### src/rtl/disp_bus_pkg.sv
package disp_bus_pkg;
  localparam int DISP_DATA_W = 8;
  localparam int DISP_ADDR_W = 6;
  localparam logic [1:0] ADDR_SET_OP = 2'b01;

  // Sampled bus pins; cs[0]=csN1, cs[1]=csN2, cs[2]=cs3
  typedef struct packed {
    logic en;
    logic rw;
    logic di;
    logic [2:0] cs;
    logic [DISP_DATA_W-1:0] data;
  } busSample_t;

  // Control-to-datapath strobes, one cycle each
  typedef struct packed {
    logic dataWr;
    logic dataRd;
    logic instWr;
  } accStrb_t;
endpackage

### src/rtl/dispBusCtrl.sv
module dispBusCtrl
  import disp_bus_pkg::*;
#(
  parameter int SYNC_STAGES = 2
) (
  input  logic                   clk,
  input  logic                   rstN,
  input  logic                   enIn,
  input  logic                   rdWr,
  input  logic                   dataSel,
  input  logic                   csN1,
  input  logic                   csN2,
  input  logic                   cs3,
  input  logic [DISP_DATA_W-1:0] busIn,
  output accStrb_t               strb,
  output logic [DISP_DATA_W-1:0] latchByte,
  output logic                   busDrive,
  output logic                   busDi
);
  localparam int LAST = SYNC_STAGES - 1;

  busSample_t rawS;
  busSample_t syncQ [SYNC_STAGES];
  busSample_t cur;
  logic       enPrev;
  logic       enFall;
  logic       chipSel;

  assign rawS = '{en: enIn, rw: rdWr, di: dataSel, cs: {cs3, csN2, csN1}, data: busIn};

  // Synchronizer chain for all bus pins
  always_ff @(posedge clk or negedge rstN) begin
    if (!rstN) begin
      for (int i = 0; i < SYNC_STAGES; i++) syncQ[i] <= '0;
    end else begin
      syncQ[0] <= rawS;
      for (int i = 1; i < SYNC_STAGES; i++) syncQ[i] <= syncQ[i-1];
    end
  end

  assign cur     = syncQ[LAST];
  assign chipSel = !cur.cs[0] && !cur.cs[1] && cur.cs[2];
  assign enFall  = enPrev && !cur.en;

  always_ff @(posedge clk or negedge rstN) begin
    if (!rstN) enPrev <= 1'b0;
    else       enPrev <= cur.en;
  end

  // Access decode on the E falling edge
  always_ff @(posedge clk or negedge rstN) begin
    if (!rstN) begin
      strb      <= '0;
      latchByte <= '0;
    end else begin
      strb <= '0;
      if (enFall && chipSel) begin
        latchByte <= cur.data;
        unique case ({cur.di, cur.rw})
          2'b10:   strb.dataWr <= 1'b1;
          2'b11:   strb.dataRd <= 1'b1;
          2'b00:   strb.instWr <= 1'b1;
          default: strb        <= '0;
        endcase
      end
    end
  end

  assign busDrive = chipSel && cur.rw && cur.en;
  assign busDi    = cur.di;
endmodule

### src/rtl/dispBusDatapath.sv
module dispBusDatapath
  import disp_bus_pkg::*;
#(
  parameter int ADDR_W = DISP_ADDR_W
) (
  input  logic                   clk,
  input  logic                   rstN,
  input  accStrb_t               strb,
  input  logic [DISP_DATA_W-1:0] latchByte,
  input  logic                   busDrive,
  input  logic                   busDi,
  input  logic [DISP_DATA_W-1:0] statusIn,
  input  logic [DISP_DATA_W-1:0] ramRdData,
  output logic [ADDR_W-1:0]      ramAddr,
  output logic                   ramWrEn,
  output logic [DISP_DATA_W-1:0] ramWrData,
  output logic                   ramRdEn,
  output logic [DISP_DATA_W-1:0] busOut,
  output logic                   busOe,
  output logic                   instStb,
  output logic [DISP_DATA_W-1:0] instByte
);
  logic [ADDR_W-1:0]      addrQ;
  logic [DISP_DATA_W-1:0] inReg;
  logic [DISP_DATA_W-1:0] outReg;
  logic                   wrPend;
  logic                   rdPend;
  logic                   isAddrSet;

  assign isAddrSet = (latchByte[DISP_DATA_W-1 -: 2] == ADDR_SET_OP);

  // Address counter: set, or step after each RAM access
  always_ff @(posedge clk or negedge rstN) begin
    if (!rstN) begin
      addrQ <= '0;
    end else if (strb.instWr && isAddrSet) begin
      addrQ <= latchByte[ADDR_W-1:0];
    end else if (wrPend || rdPend) begin
      addrQ <= addrQ + 1'b1;
    end
  end

  // Input register and write pending
  always_ff @(posedge clk or negedge rstN) begin
    if (!rstN) begin
      inReg  <= '0;
      wrPend <= 1'b0;
    end else begin
      wrPend <= strb.dataWr;
      if (strb.dataWr) inReg <= latchByte;
    end
  end

  // Output register refilled only by data reads
  always_ff @(posedge clk or negedge rstN) begin
    if (!rstN) begin
      outReg <= '0;
      rdPend <= 1'b0;
    end else begin
      rdPend <= strb.dataRd;
      if (rdPend) outReg <= ramRdData;
    end
  end

  // Hand-off of non-address instructions
  always_ff @(posedge clk or negedge rstN) begin
    if (!rstN) begin
      instStb  <= 1'b0;
      instByte <= '0;
    end else begin
      instStb <= strb.instWr && !isAddrSet;
      if (strb.instWr && !isAddrSet) instByte <= latchByte;
    end
  end

  assign ramAddr   = addrQ;
  assign ramWrEn   = wrPend;
  assign ramWrData = inReg;
  assign ramRdEn   = strb.dataRd;
  assign busOe     = busDrive;
  assign busOut    = busDi ? outReg : statusIn;
endmodule

### src/rtl/dispBusIf.sv
module dispBusIf
  import disp_bus_pkg::*;
#(
  parameter int SYNC_STAGES = 2,
  parameter int ADDR_W      = DISP_ADDR_W
) (
  input  logic                   clk,
  input  logic                   rstN,
  input  logic                   enIn,
  input  logic                   rdWr,
  input  logic                   dataSel,
  input  logic                   csN1,
  input  logic                   csN2,
  input  logic                   cs3,
  input  logic [DISP_DATA_W-1:0] busIn,
  output logic [DISP_DATA_W-1:0] busOut,
  output logic                   busOe,
  input  logic [DISP_DATA_W-1:0] statusIn,
  output logic [ADDR_W-1:0]      ramAddr,
  output logic                   ramWrEn,
  output logic [DISP_DATA_W-1:0] ramWrData,
  output logic                   ramRdEn,
  input  logic [DISP_DATA_W-1:0] ramRdData,
  output logic                   instStb,
  output logic [DISP_DATA_W-1:0] instByte
);
  accStrb_t               strb;
  logic [DISP_DATA_W-1:0] latchByte;
  logic                   busDrive;
  logic                   busDi;

  dispBusCtrl #(.SYNC_STAGES(SYNC_STAGES)) i_ctrl (
    .clk(clk), .rstN(rstN), .enIn(enIn), .rdWr(rdWr), .dataSel(dataSel),
    .csN1(csN1), .csN2(csN2), .cs3(cs3), .busIn(busIn),
    .strb(strb), .latchByte(latchByte), .busDrive(busDrive), .busDi(busDi)
  );

  dispBusDatapath #(.ADDR_W(ADDR_W)) i_dp (
    .clk(clk), .rstN(rstN), .strb(strb), .latchByte(latchByte),
    .busDrive(busDrive), .busDi(busDi), .statusIn(statusIn),
    .ramRdData(ramRdData), .ramAddr(ramAddr), .ramWrEn(ramWrEn),
    .ramWrData(ramWrData), .ramRdEn(ramRdEn), .busOut(busOut),
    .busOe(busOe), .instStb(instStb), .instByte(instByte)
  );
endmodule

### config.mk
export PLATFORM = sky130hd
export DESIGN_NAME = dispBusIf
export DESIGN_NICKNAME = d
export VERILOG_FILES = /design/src/rtl/disp_bus_pkg.sv /design/src/rtl/dispBusCtrl.sv /design/src/rtl/dispBusDatapath.sv /design/src/rtl/dispBusIf.sv
export SDC_FILE = /design/constraint.sdc
export NUM_CORES = 1
export LEC_CHECK = 0
export BUFFER_PORTS_ARGS = -buffer_cell sky130_fd_sc_hd__buf_2
export CORE_MARGIN = 4
export CORE_UTILIZATION = 58
export CTS_BUF_LIST = sky130_fd_sc_hd__clkbuf_4
export DETAILED_ROUTE_END_ITERATION = 10
export PLACE_DENSITY = 0.95
export SYNTH_ARGS = -nofsm -noshare
export SYNTH_HDL_FRONTEND = slang
export SYNTH_SLANG_ARGS = --single-unit
### constraint.sdc
create_clock -name clk -period 2.9 [get_ports clk]
set_input_delay 0.145 -clock clk [delete_from_list [all_inputs] [get_ports clk]]
set_output_delay 0.145 -clock clk [all_outputs]
set_load 0.05 [all_outputs]
==> results of run 1 <==
[state kept, by name, indices dropped and copies added, names as in the netlist]
register	count
i_dp.ramAddr	6
i_dp.instStb	1
i_dp.ramWrData	8
i_ctrl.enPrev	1
i_ctrl.syncQ	14
i_dp.rdPend	1
i_ctrl.busDi	1
i_dp.instByte	8
i_dp.outReg	8
i_ctrl.cur	13
i_ctrl.strb	3
i_ctrl.latchByte	8
i_dp.ramWrEn	1
[per-layer routing]
| metal | wire length (um) | global-route usage | part of all wire |
|---|---|---|---|
| met5 | 0 | 0 | 0 |
| met4 | 65 | 0.0791 | 0.013 |
| met1 | 1950 | 0.254 | 0.39 |
| met2 | 2760 | 0.351 | 0.55 |
| met3 | 251 | 0.0514 | 0.050 |
[kinds of logic (layout without fill, tap and decap cells)]
family | after synthesis | in the layout
buffers and inverters | 9 | 108
AND/OR/NAND/NOR | 17 | 17
AO/OA/AOI/OAI | 15 | 15
flip-flops | 73 | 73
adder cells (fa/ha/maj) | 1 | 1
XOR/XNOR | 4 | 4
multiplexers | 39 | 39
[metrics by stage]
| step | util | hold slack, ns |
|---|---|---|
| after floorplan | - | -0.151 |
| after global placement | 0.707 | 0.253 |
| after detailed placement | 0.707 | 0.254 |
| after CTS | 0.793 | 0.358 |
| after global routing | 0.793 | 0.367 |
| final | 0.793 | 0.356 |
[worst max-delay path: cells and delay by family (launching register included)]
family | cells | cell delay [ns]
mux | 1 | 0.39
flops | 1 | 0.60
buf+inv | 1 | 0.21
[power breakdown]
part / internal (mW) / total (mW) / switching [mW]
clock network: 0.274 / 0.590 / 0.316
registers: 1.12 / 1.21 / 0.0886
logic: 0.163 / 0.453 / 0.289
[final cells by class]
class                           instances  area [um^2]  area share
Timing Repair Buffer                   88          558       0.170
Clock buffer                           11         82.6      0.0251
Clock inverter                          5         46.3      0.0141
Sequential cell                        73         1830       0.556
Tap cell                               50         62.6      0.0190
Multi-Input combinational cell         76          696       0.212
Inverter                                4         15.0     0.00457
[what timing repair did]
action                    in CTS  in global routing
setup buffers                  0                  0
hold endpoints to repair      95                  0
hold buffers                  23                  0
[cell usage in the layout, fill, tap and decap left out]
| cell | Yosys | routed |
|---|---|---|
| a22o_1 | 1 | 1 |
| dlygate4sd3_1 | 0 | 23 |
| a31oi_1 | 1 | 1 |
| clkinv_1 | 0 | 3 |
| buf_4 | 1 | 1 |
| nor3_1 | 3 | 3 |
| clkinv_2 | 0 | 1 |
| nor2_1 | 7 | 7 |
| and3_1 | 1 | 1 |
| nor3b_2 | 1 | 1 |
| clkbuf_4 | 0 | 11 |
| bufinv_16 | 0 | 1 |
| buf_2 | 3 | 64 |
| dfrtp_1 | 73 | 73 |
| nand2_1 | 1 | 1 |
| o21ai_0 | 2 | 2 |
| nand3b_1 | 2 | 2 |
| mux2_4 | 7 | 7 |
| o211ai_1 | 1 | 1 |
| xor2_1 | 4 | 4 |
| a21oi_1 | 7 | 7 |
| ha_1 | 1 | 1 |
| o21ai_2 | 1 | 1 |
| inv_1 | 4 | 4 |
| o2111ai_1 | 2 | 2 |
| mux2_2 | 31 | 31 |
| nand3_1 | 1 | 1 |
| mux2i_1 | 1 | 1 |
| or3_1 | 1 | 1 |
[how the worst min path moves through the flow]
stage                      from          endpoint  slack (ns)  cells after the start
2_1_floorplan              rstN      i_ctrl.busDi       -0.15                      0
3_3_place_gp           busIn[3]  i_ctrl.syncQ[17]        0.25                      1
5_1_grt        i_ctrl.syncQ[15]     i_ctrl.cur[1]        0.37                      0
3_5_place_dp               enIn  i_ctrl.syncQ[27]        0.25                      1
6_report       i_ctrl.syncQ[27]    i_ctrl.cur[13]        0.36                      0
4_1_cts        i_ctrl.syncQ[27]    i_ctrl.cur[13]        0.36                      0
==> metrics.md, run 1 <==
| Metric | Value |
|---|---|
| Status | completed |
| Number of global-route vias before repair | 1739 |
| Tcrit/Tclk final | 0.600 |
| Final wirelength | 5.02 mm |
| Hold violation count in the final report | 0 |
| TritonCTS Buffers | 9 |
| Layout Cells excl Fill | 307 |
| Synth area leader | dfrtp_1 |
| Largest family of logic cells by synthesized area | multiplexers |
| Clk Latency, worst-skew pair | 0.38 ns |
| CTS tree | done |
| Crit-path max FO | 10 |
| Total power | 2.25 mW |
| Port Buf Inserts | 65 |
| P&R area growth vs syn | 27.8% |
| Critical path's slowest cell | dfrtp_1 |
| Min Clock Period, post-route | 1.74 ns |
| Worst Skew | 0.00973 ns |
| Adder-Cell Fraction of Synth Area | 0.00487 |
| Slew headroom | 0.432 |
| Synthesized area | 2570 um^2 |
| CTS sink cnt | 73 |
| Critical path startpoint category | register |
| DR WL/cell | 16.4 um |
| Type of the worst min-delay path | register to register |
| R2R depth | 3 |
| Layout cells sized above 1 | 0.459 |
| Clock Path Buffers | 2 |
| DP Worst Slack | 1.27 ns |
| Drt first-iter violations | 107 |
| Count of different cell masters after synthesis | 25 |
| Row count | 23 |
| DR vias | 1573 |
| YS warnings | 0 |
| Worst Tran Pin Value | 0.851 ns |
| # setup viols final | 0 |
| FMAX | 0.574 GHz |
| Setup CP Type | register to output port |
| Root buffer cell | clkbuf_4 |
| Area share of and/or/nand/nor cells after synthesis | 0.0350 |
| Seq/Total Area, Yosys | 0.710 |
| Initial antenna violation count | 0 |
| Leak | 1.73 nW |
| Most common cell in the netlist | dfrtp_1 |
| GRT Overall Usage | 0.206 |
| Worst-path clk slew | 0.11 ns |
| Core Area | 4140 um^2 |
| Final Worst Setup Slack | 1.16 ns |
| Cells along the critical path | mux2_2 > buf_2 |
| R2r endpoint | i_ctrl.latchByte[0] |
| H-tree levels | 3 |
| EDFF count, synth | 0 |
| DRC viols | 0 |
| Post-Syn Nets | 191 |
| ANT cells | 0 |
| Die X | 74.6 um |
| Post-DRT Antenna Nets | 0 |
| Io pins | 66 |
| Power Density | 684 nW/um^2 |
| Placed cell areas | 2930 um^2 |
| Layout filler cell count | 245 |
| Final Wtd Congestion | 0.765 |
| Synth cell count leaders | dfrtp_1, mux2_2, a21oi_1, mux2_4, nor2_1 |
| Top FF cell, synth | dfrtp_1 |
| WP data arrival | 1.60 ns |
| Via density | 5.12 |
| HPWL after DPL | 3.33 mm |
| Worst Setup End Kind | output port |
| Max-cap violations | 0 |
| Max Slew Vio Count | 0 |
| Nets | 285 |
| Synth top area share | 0.710 |
| WP data required | 2.76 ns |
| Largest net degree at the start of global routing | 74 |
| First-pass GRT wire length | 8.29 mm |
| Max VDD drop | 0.498 mV |
| Post-synthesis xor/xnor area fraction | 0.0136 |
| Crit Reg-Reg Startpoint | i_ctrl.cur[9] |
| Yosys reg bits | 73 |
| Final instance area | 3290 um^2 |
| Die ar. | 5560 um^2 |
| Synth Instances | 158 |
| Critical path origin | i_ctrl.busDi |
| Detailed Routing Iterations Pass 1 | 4 |
| Reg2reg setup slack | 1.24 ns |
| Mean Syn Cell Area | 16.3 um^2 |
| Total gr overflow | 0 |
| RSZ-0062 raised after global routing | false |
| Critical Path Max Stage Delay | 0.60 ns |
| Synth area leaders | dfrtp_1, mux2_2, mux2_4 |
| Number of gates resized after CTS | 0 |
| Setup crit end | busOut[1] |
| Number of instances in the placed design | 268 |
| Synth Area in Compound Gates | 0.0365 |
| Die height | 74.6 um |
| Post-synthesis mux area share | 0.181 |
| Starting Density | 0.620 |
| Post-synth ARST share | 1.00 |
| Setup TNS | 0 ns |
(Power assumes the default switching activity.)
==> run 2: changes to the inputs <==
--- a/config.mk
+++ b/config.mk
@@ -7,10 +7,10 @@
 export LEC_CHECK = 0
 export BUFFER_PORTS_ARGS = -buffer_cell sky130_fd_sc_hd__buf_2
 export CORE_MARGIN = 4
-export CORE_UTILIZATION = 58
+export CORE_UTILIZATION = 49
 export CTS_BUF_LIST = sky130_fd_sc_hd__clkbuf_4
 export DETAILED_ROUTE_END_ITERATION = 10
-export PLACE_DENSITY = 0.95
+export PLACE_DENSITY = 0.87
 export SYNTH_ARGS = -nofsm -noshare
 export SYNTH_HDL_FRONTEND = slang
 export SYNTH_SLANG_ARGS = --single-unit
==> constraint.sdc (replaced) <==
create_clock -name clk -period 1.5 [get_ports clk]
set_input_delay 0.075 -clock clk [delete_from_list [all_inputs] [get_ports clk]]
set_output_delay 0.075 -clock clk [all_outputs]
set_load 0.05 [all_outputs]
==> run 2 against run 1 <==
Compared with the run above:
- the run now ends with setup timing left
- via count increased by 0.19%
- wire length is 6.3% lower
- clock-buffer cell count fell by 2
- clock power grew 120%
- sequential power increased by 92%
- critical path depth is 1 higher
- non-clock buffer count rose by 10
- register-to-register slack got worse by 1.2 ns
==> metrics.md, run 2 (synthesized netlist as in run 1, its figures left out) <==
| Metric | Value |
|---|---|
| Most common cell after layout, fill and taps aside | dfrtp_1 |
| Total power | 4.56 mW |
| Layout filler cell count | 361 |
| Sw Ratio | 0.299 |
| Worst hold slack | 0.0991 ns |
| DRC viols | 0 |
| CTS tree | done |
| TritonCTS Buffers | 9 |
| Drt first-iter violations | 74 |
| Final instance area | 3500 um^2 |
| Die ar. | 6470 um^2 |
| Biggest register | i_ctrl.syncQ |
| FMAX | 0.666 GHz |
| Setup TNS | -0.00234 ns |
| # setup viols final | 1 |
| WP data arrival | 1.43 ns |
| DR WL/cell | 14.0 um |
| Slew headroom | 0.719 |
| Worst-path clk slew | 0.11 ns |
| Post-DRT Antenna Nets | 0 |
| Sw power | 1.36 mW |
| Die X | 80.4 um |
| Port Buf Inserts | 65 |
| Number of global-route vias before repair | 1667 |
| Crit-path max FO | 4 |
| GRT Overall Usage | 0.164 |
| Gate power share | 0.205 |
| Starting Density | 0.503 |
| Max Slew Vio Count | 0 |
| Number of instances in the placed design | 292 |
| WP data required | 1.42 ns |
| Status | finished, violations left |
| RSZ-0062 raised after global routing | true |
| Setup CP Type | register to output port |
| Largest net degree at the start of global routing | 52 |
| Critical Path Max Stage Delay | 0.44 ns |
| DR vias | 1576 |
| Critical path startpoint category | register |
| Failing checks | setup timing |
| Layout cells sized above 1 | 0.487 |
| H-tree levels | 3 |
| Final Worst Setup Slack | -0.00234 ns |
| HPWL after DPL | 3.00 mm |
| First-pass GRT wire length | 7.75 mm |
| ANT cells | 0 |
| CTS sink cnt | 73 |
| Max-cap violations | 0 |
| Via density | 4.68 |
| Total gr overflow | 0 |
| Most frequent cells in the layout | dfrtp_1, buf_2, mux2_2 |
| Seq pwr share | 0.510 |
| Cell-internal power | 3.19 mW |
| DP Worst Slack | 0.151 ns |
| Cells along the critical path | buf_6 > mux2_4 > buf_8 |
| Root buffer cell | clkbuf_4 |
| Leak | 1.81 nW |
| Min Clock Period, post-route | 1.50 ns |
| Die height | 80.4 um |
| Max VDD drop | 0.790 mV |
| Clk Latency, worst-skew pair | 0.40 ns |
| Power Density | 1300 nW/um^2 |
| Row count | 26 |
| Critical path's slowest cell | dfrtp_2 |
| Final Wtd Congestion | 0.747 |
| Final wirelength | 4.71 mm |
| Number of flip-flops in the largest register | 14 |
| Placed cell areas | 3000 um^2 |
| Hold violation count in the final report | 0 |
| Clock share of power | 0.285 |
| Worst Tran Pin Value | 0.420 ns |
| Clock Path Buffers | 2 |
| Nets | 295 |
| Initial antenna violation count | 0 |
| Worst Setup End Kind | output port |
| Tcrit/Tclk final | 1.00 |
| Util after Layout | 0.684 |
| Core Area | 5110 um^2 |
| Worst Skew | 0.0139 ns |
| Detailed Routing Iterations Pass 1 | 4 |
| P&R area growth vs syn | 36.0% |
| Type of the worst min-delay path | input port to asynchronous set/reset pin |
| Io pins | 66 |
| Layout Cells excl Fill | 337 |
## run 2: cell count changes in the layout (fill, tap and decap cells not counted)
cell        change
buf_12          +1
buf_2           -9
buf_4           +7
buf_6          +10
buf_8           +1
bufinv_16       +1
clkbuf_4        -2
clkinv_1        -1
clkinv_2        +1
clkinvlp_4      +1
dfrtp_1         -1
dfrtp_2         +1
mux2_2          -1
mux2_4          +1
## run 2: final timing paths
check,cells past startpoint,start,slack [ns],endpoint
setup / recovery,3,i_ctrl.busDi,-0.002,busOut[2]
hold / removal,2,rstN,0.1,i_ctrl.syncQ[19]
setup reg to reg,5,i_ctrl.cur[8],0.09,i_ctrl.latchByte[7]
hold reg to reg,0,i_ctrl.syncQ[26],0.35,i_ctrl.cur[12]
max in group asynchronous,3,rstN,0.84,i_ctrl.busDi
min in group clk,2,csN2,0.31,i_ctrl.syncQ[23]
## run 2: repair_timing
action,4_1_cts,5_1_grt
endpoints found under the setup margin,9,9
pin swaps,0,2
gates resized for setup,20,5
hold buffers,23,0
endpoints found under the hold margin,95,0
buffers inserted,4,2
## run 2: power by group through the flow
stage	clock, mW	combinational, mW	sequential, mW
3_3_place_gp	0	0.818	2.35
4_1_cts	1.35	0.932	2.32
6_report	1.30	0.933	2.32
2_1_floorplan	0	0.327	2.61
5_1_grt	1.44	0.999	2.35
3_5_place_dp	0	0.837	2.37
## run 2: per-layer routing
| metal | up-vias | GRT usage | share of wire | wire length (um) |
|---|---|---|---|---|
| li1 | 760 | - | - | - |
| met1 | 765 | 0.204 | 0.42 | 1990 |
| met2 | 41 | 0.255 | 0.50 | 2380 |
| met3 | 10 | 0.0538 | 0.053 | 250 |
| met4 | 0 | 0.0895 | 0.019 | 91 |
| met5 | - | 0 | 0 | 0 |
## run 2: area by class of cell
type | instances | area, um^2 | share of cell area
sequential | 73 | 1830 | 0.523
timing repair buffer | 98 | 713 | 0.204
multi-input combinational | 76 | 699 | 0.200
tap | 70 | 87.6 | 0.0251
clock inverter | 7 | 85.1 | 0.0243
clock buffer | 9 | 67.6 | 0.0193
inverter | 4 | 15.0 | 0.00429
## run 2: worst max-delay path: cells and delay by family, from the launching register on
| kind | cells | cell delay [ns] |
|---|---|---|
| flip-flops | 1 | 0.44 |
| multiplexers | 1 | 0.30 |
| buffers and inverters | 2 | 0.28 |
